$ cat src/rtl/fir_xpose_pkg.sv
package fir_xpose_pkg;
  localparam int DEF_TAPS = 8;
  localparam int DEF_X_W  = 6;
  localparam int DEF_C_W  = 8;

  // Growth of a sum of n products: ceil(log2(n)) extra bits.
  function automatic int sum_growth(input int n);
    return (n <= 1) ? 0 : $clog2(n);
  endfunction
endpackage

$ cat src/rtl/fir_coef_bank.sv
module fir_coef_bank #(
  parameter int TAPS  = 8,
  parameter int C_W   = 8,
  parameter int IDX_W = 3
) (
  input  logic                      clk,
  input  logic                      rst_n,
  input  logic                      we,
  input  logic [IDX_W-1:0]          idx,
  input  logic [C_W-1:0]            wdata,
  output logic [TAPS-1:0][C_W-1:0]  coef
);
  for (genvar k = 0; k < TAPS; k++) begin : g_slot
    always_ff @(posedge clk) begin
      if (!rst_n)
        coef[k] <= '0;
      else if (we && (idx == IDX_W'(k)))
        coef[k] <= wdata;
    end
  end
endmodule

$ cat src/rtl/fir_tap_cell.sv
module fir_tap_cell #(
  parameter int X_W = 6,
  parameter int C_W = 8,
  parameter int A_W = 17
) (
  input  logic                  clk,
  input  logic                  rst_n,
  input  logic                  en,
  input  logic signed [X_W-1:0] x,
  input  logic signed [C_W-1:0] c,
  input  logic signed [A_W-1:0] sin,
  output logic signed [A_W-1:0] sout
);
  logic signed [A_W-1:0] xe, ce, prod;

  always_comb begin
    xe   = A_W'(x);
    ce   = A_W'(c);
    prod = xe * ce;
  end

  always_ff @(posedge clk) begin
    if (!rst_n)
      sout <= '0;
    else if (en)
      sout <= prod + sin;
  end
endmodule

$ cat src/rtl/fir_xpose_eq.sv
module fir_xpose_eq
  import fir_xpose_pkg::*;
#(
  parameter int TAPS = DEF_TAPS,
  parameter int X_W  = DEF_X_W,
  parameter int C_W  = DEF_C_W,
  localparam int IDX_W = (TAPS <= 1) ? 1 : $clog2(TAPS),
  localparam int A_W   = X_W + C_W + sum_growth(TAPS)
) (
  input  logic             clk,
  input  logic             rst_n,
  input  logic             in_valid,
  output logic             in_ready,
  input  logic [X_W-1:0]   in_sample,
  output logic             out_valid,
  input  logic             out_ready,
  output logic [A_W-1:0]   out_data,
  input  logic             coef_we,
  input  logic [IDX_W-1:0] coef_idx,
  input  logic [C_W-1:0]   coef_data
);
  logic [TAPS-1:0][C_W-1:0] coef;
  logic signed [A_W-1:0]    part [TAPS+1];
  logic                     take;

  assign in_ready   = !out_valid || out_ready;
  assign take       = in_valid && in_ready;
  assign part[TAPS] = '0;
  assign out_data   = part[0];

  fir_coef_bank #(.TAPS(TAPS), .C_W(C_W), .IDX_W(IDX_W)) u_bank (
    .clk(clk), .rst_n(rst_n), .we(coef_we), .idx(coef_idx),
    .wdata(coef_data), .coef(coef)
  );

  // Cell k adds c[k]*x to the partial sum from cell k+1; cell 0 feeds the output.
  for (genvar k = 0; k < TAPS; k++) begin : g_tap
    fir_tap_cell #(.X_W(X_W), .C_W(C_W), .A_W(A_W)) u_cell (
      .clk(clk), .rst_n(rst_n), .en(take),
      .x(in_sample), .c(coef[k]),
      .sin(part[k+1]), .sout(part[k])
    );
  end

  always_ff @(posedge clk) begin
    if (!rst_n)
      out_valid <= 1'b0;
    else if (take)
      out_valid <= 1'b1;
    else if (out_ready)
      out_valid <= 1'b0;
  end
endmodule

$ cat config.mk
export PLATFORM = sky130hd
export DESIGN_NAME = fir_xpose_eq
export DESIGN_NICKNAME = d
export VERILOG_FILES = /design/src/rtl/fir_xpose_pkg.sv /design/src/rtl/fir_coef_bank.sv /design/src/rtl/fir_tap_cell.sv /design/src/rtl/fir_xpose_eq.sv
export SDC_FILE = /design/constraint.sdc
export NUM_CORES = 2
export LEC_CHECK = 0
export BUFFER_PORTS_ARGS = -buffer_cell sky130_fd_sc_hd__buf_2
export CORE_MARGIN = 2
export CORE_UTILIZATION = 60
export DETAILED_ROUTE_END_ITERATION = 16
export PLACE_DENSITY = 0.8
export SYNTH_ARGS = -nofsm -noshare
export SYNTH_HDL_FRONTEND = slang
export SYNTH_SLANG_ARGS = --single-unit
$ cat constraint.sdc
create_clock -name clk -period 6.2 [get_ports clk]
set_input_delay 0.62 -clock clk [delete_from_list [all_inputs] [get_ports clk]]
set_output_delay 0.62 -clock clk [all_outputs]
set_load 0.03 [all_outputs]
==> flow_summary_export.csv <==
group,metric,value,unit
grt,grt_pass1_vias,20873,
grt,grt_overflow,0,
grt,grt_pass1_wl,101.1,mm
logic_synthesis,ys_seq_area_share,15.91,%
timing,finalCriticalPeriod,5924,ps
routing,wl_per_cell,17.27,um
cells_and_area,final_cell_mix,"nand2_1, ha_1, and2_1, fa_1, inv_1",
power,switching_share,39.48,%
clock_network,path_clk_slew,70,ps
clock_network,postCtsHoldBufs,0,
timing,fin_crit_sh,95.55,%
power,p_per_area,182.7,mW/mm^2
logic_synthesis,synth_top_area_cell,"fa_1",
worst_setup_path,cp.arrival,6320,ps
clock_network,cts_made_buffers,17,
timing,fmax,0.1688,GHz
routing,first_pass_iters,6,
timing,slew_headroom,25.99,%
power,p_int,2.990,mW
clock_network,root_buffer,"clkbuf_16",
clock_network,clockBufferDepth,2,
power,p_seq_share,30.3,%
power,ir_drop,0.0001947,V
worst_hold_path,hold_path_class,"in -> reg",
floorplanning,die_x,207.8,um
routing,avgViaCountPerCell,5.698,
place,gp_congestion,0.9162,
status,status,"complete, no violations",
worst_setup_path,cp_max_fo,5,
logic_synthesis,synth_area_per_cell,8.764,sq um
cells_and_area,antenna_cells,0,
logic_synthesis,yosys.area.top_type_share,22.42,%
flow_run,drv_cap,0,
place,post-dp-hpwl,48.28,mm
logic_synthesis,syn-num-nets,3460,
cells_and_area,area_growth,8.532,%
timing,hold_viol_final,0,
clock_network,cts_tree,"done",
power,power_frac_comb,47.7,%
cells_and_area,finalNetCount,3546,
timing,worstMarginPinSlew,1102,ps
timing,maxSlewViolCount,0,
power,p_leak,13.39,nW
floorplanning,core,0.04092,sq mm
floorplanning,die-area,0.04317,sq mm
cells_and_area,fillers,3355,
logic_synthesis,synth_seq_cells,198,
grt,track_usage,28.82,%
timing,grt_setup_unrepaired,"no",
worst_setup_path,critical_path_class,"in -> reg",
clock_network,clock-sinks,198,
grt,grt_max_degree,108,
logic_synthesis,synthFlopType,"dfxtp_1",
floorplanning,top_level_ports,41,
place,dp.cells,3441,
worst_setup_path,worstPathRequired,6590,ps
logic_synthesis,async_flop_share,0,%
place,pre_cts_ws,-362.4,ps
timing,finalClockSkew,12.53,ps
floorplanning,fp-row-count,74,
cells_and_area,stdcell_count,3472,
floorplanning,die_h,207.8,um
routing,ant_nets,0,
clock_network,clock_latency,510,ps
place,port_buffers,40,
cells_and_area,layout-drive-gt1-share,7.857,%
logic_synthesis,syn_area,0.02492,sq mm
grt,antenna_found_initial,0,
power,p_clk_share,21.9,%
routing,drc,0,
timing,setup_viol,0,
logic_synthesis,syn_inst,2843,
worst_setup_path,start_kind,"primary input",
worst_setup_path,end_kind,"flop",
power,p_switching,1.951,mW
cells_and_area,layout.cells.most_common,"nand2_1",
routing,vias,19784,
logic_synthesis,yosys-top-cells-area,"fa_1, dfxtp_1, ha_1, and2_1, nand2_1",
floorplanning,start_util,60.88,%
logic_synthesis,yosysWarnings,0,
clock_network,htree_levels,4,
routing,drt_iter0_drc,1128,
routing,postRouteWirelength,59.98,mm
logic_synthesis,ys_types,73,
logic_synthesis,synth-edff-count,0,
timing,fin_ws,275.9,ps
## metrics by stage
step	hold slack, ps	TNS, ps	power, mW	util, %	instance area [sq um]
floorplan	431.5	0	3.162	-	24920
global placement	446.6	-673.7	3.766	64.61	26440
detailed placement	448.0	-2161	3.854	64.61	26440
CTS	375.9	0	4.950	65.92	26980
global route	420.3	0	5.296	66.08	27040
finish	398.9	0	4.940	66.08	27040
## synthesized netlist by cell type, drive strengths merged (15+ instances only)
library cell	n
nand2	394
ha	316
and2	282
fa	279
inv	256
dfxtp	198
o21ai	141
a21oi	137
xnor2	137
nor2	102
a21boi	86
clkbuf	84
xor2	70
a21o	63
nand2b	40
nand3	33
o21bai	32
nor2b	21
a211oi	18
o21a	16
buf	15
## path summary, 6_finish.rpt
check | depth (start not counted) | slack [ps] | start | to
setup / recovery | 24 | 280 | in_sample[0] | g_tap[3].u_cell.sout[16]$_SDFFE_PN0P_
hold / removal | 3 | 400 | in_valid | out_valid$_SDFFE_PN0P_
setup reg to reg | 22 | 320 | u_bank.coef[36]$_SDFFE_PN0P_ | g_tap[4].u_cell.sout[16]$_SDFFE_PN0P_
hold reg to reg | 2 | 460 | g_tap[0].u_cell.sout[10]$_SDFFE_PN0P_ | g_tap[0].u_cell.sout[10]$_SDFFE_PN0P_
## sequential cells by signal (all words and copies together) (netlist names)
signal and cells:
g_tap.u_cell.sout 133, out_valid 1, u_bank.coef 64
## critical path, stage by stage
cell	delay (ps)
buf_2	170
buf_4	170
and2_1	170
fa_1	540
inv_1	60
fa_1	530
inv_1	50
fa_1	490
fa_1	440
ha_1	310
a211oi_1	250
o21ai_1	130
or3_1	330
a31oi_1	220
o21ai_1	140
xnor2_2	240
ha_1	300
a21oi_1	170
o21ai_0	120
a211oi_1	240
a21boi_1	260
xnor2_1	160
xnor2_1	130
o21ai_1	70
## cells by family after synthesis
logic type               count (synthesis)  synth area share, %
flip-flops                             198                15.91
AND/OR/NAND/NOR                        916                17.95
AO/OA/AOI/OAI                          569                15.09
multiplexers                             2              0.08537
XOR/XNOR                               207                7.307
buffers and inverters                  356                5.378
adder cells (fa/ha/maj)                595                38.29
## repair_timing
action / CTS / global route
setup buffers: 0 / 1
endpoints found under the hold margin: 0 / 0
gates resized for setup: 0 / 10
setup endpoints to repair: 0 / 7
## final cells by class
class                   instances  area (sq um)  share of cell area, %
inverters                     257         964.7                  3.567
repair buffers                166          1224                  4.525
multi-input cells            2289         19680                  72.78
well taps                     532         665.6                  2.462
clock buffers                  20         446.7                  1.652
clock inverters                10         92.59                 0.3424
flip-flops and latches        198          3966                  14.67
## power by group through the flow
stage / sequential, mW / combinational [mW] / clock (mW)
6_report: 1.50 / 2.36 / 1.08
3_5_place_dp: 1.53 / 2.33 / 0
2_1_floorplan: 1.53 / 1.64 / 0
3_3_place_gp: 1.52 / 2.25 / 0
4_1_cts: 1.50 / 2.35 / 1.11
5_1_grt: 1.52 / 2.63 / 1.15
## per-layer routing
layer | track usage [%] | up-vias | share of wire [%]
li1 | - | 9523 | -
met1 | 34.53 | 9653 | 41
met2 | 51.08 | 488 | 51
met3 | 4.584 | 120 | 4.8
met4 | 12.50 | 0 | 4.0
met5 | 0 | - | 0
Power figures use the tool's default switching activity.
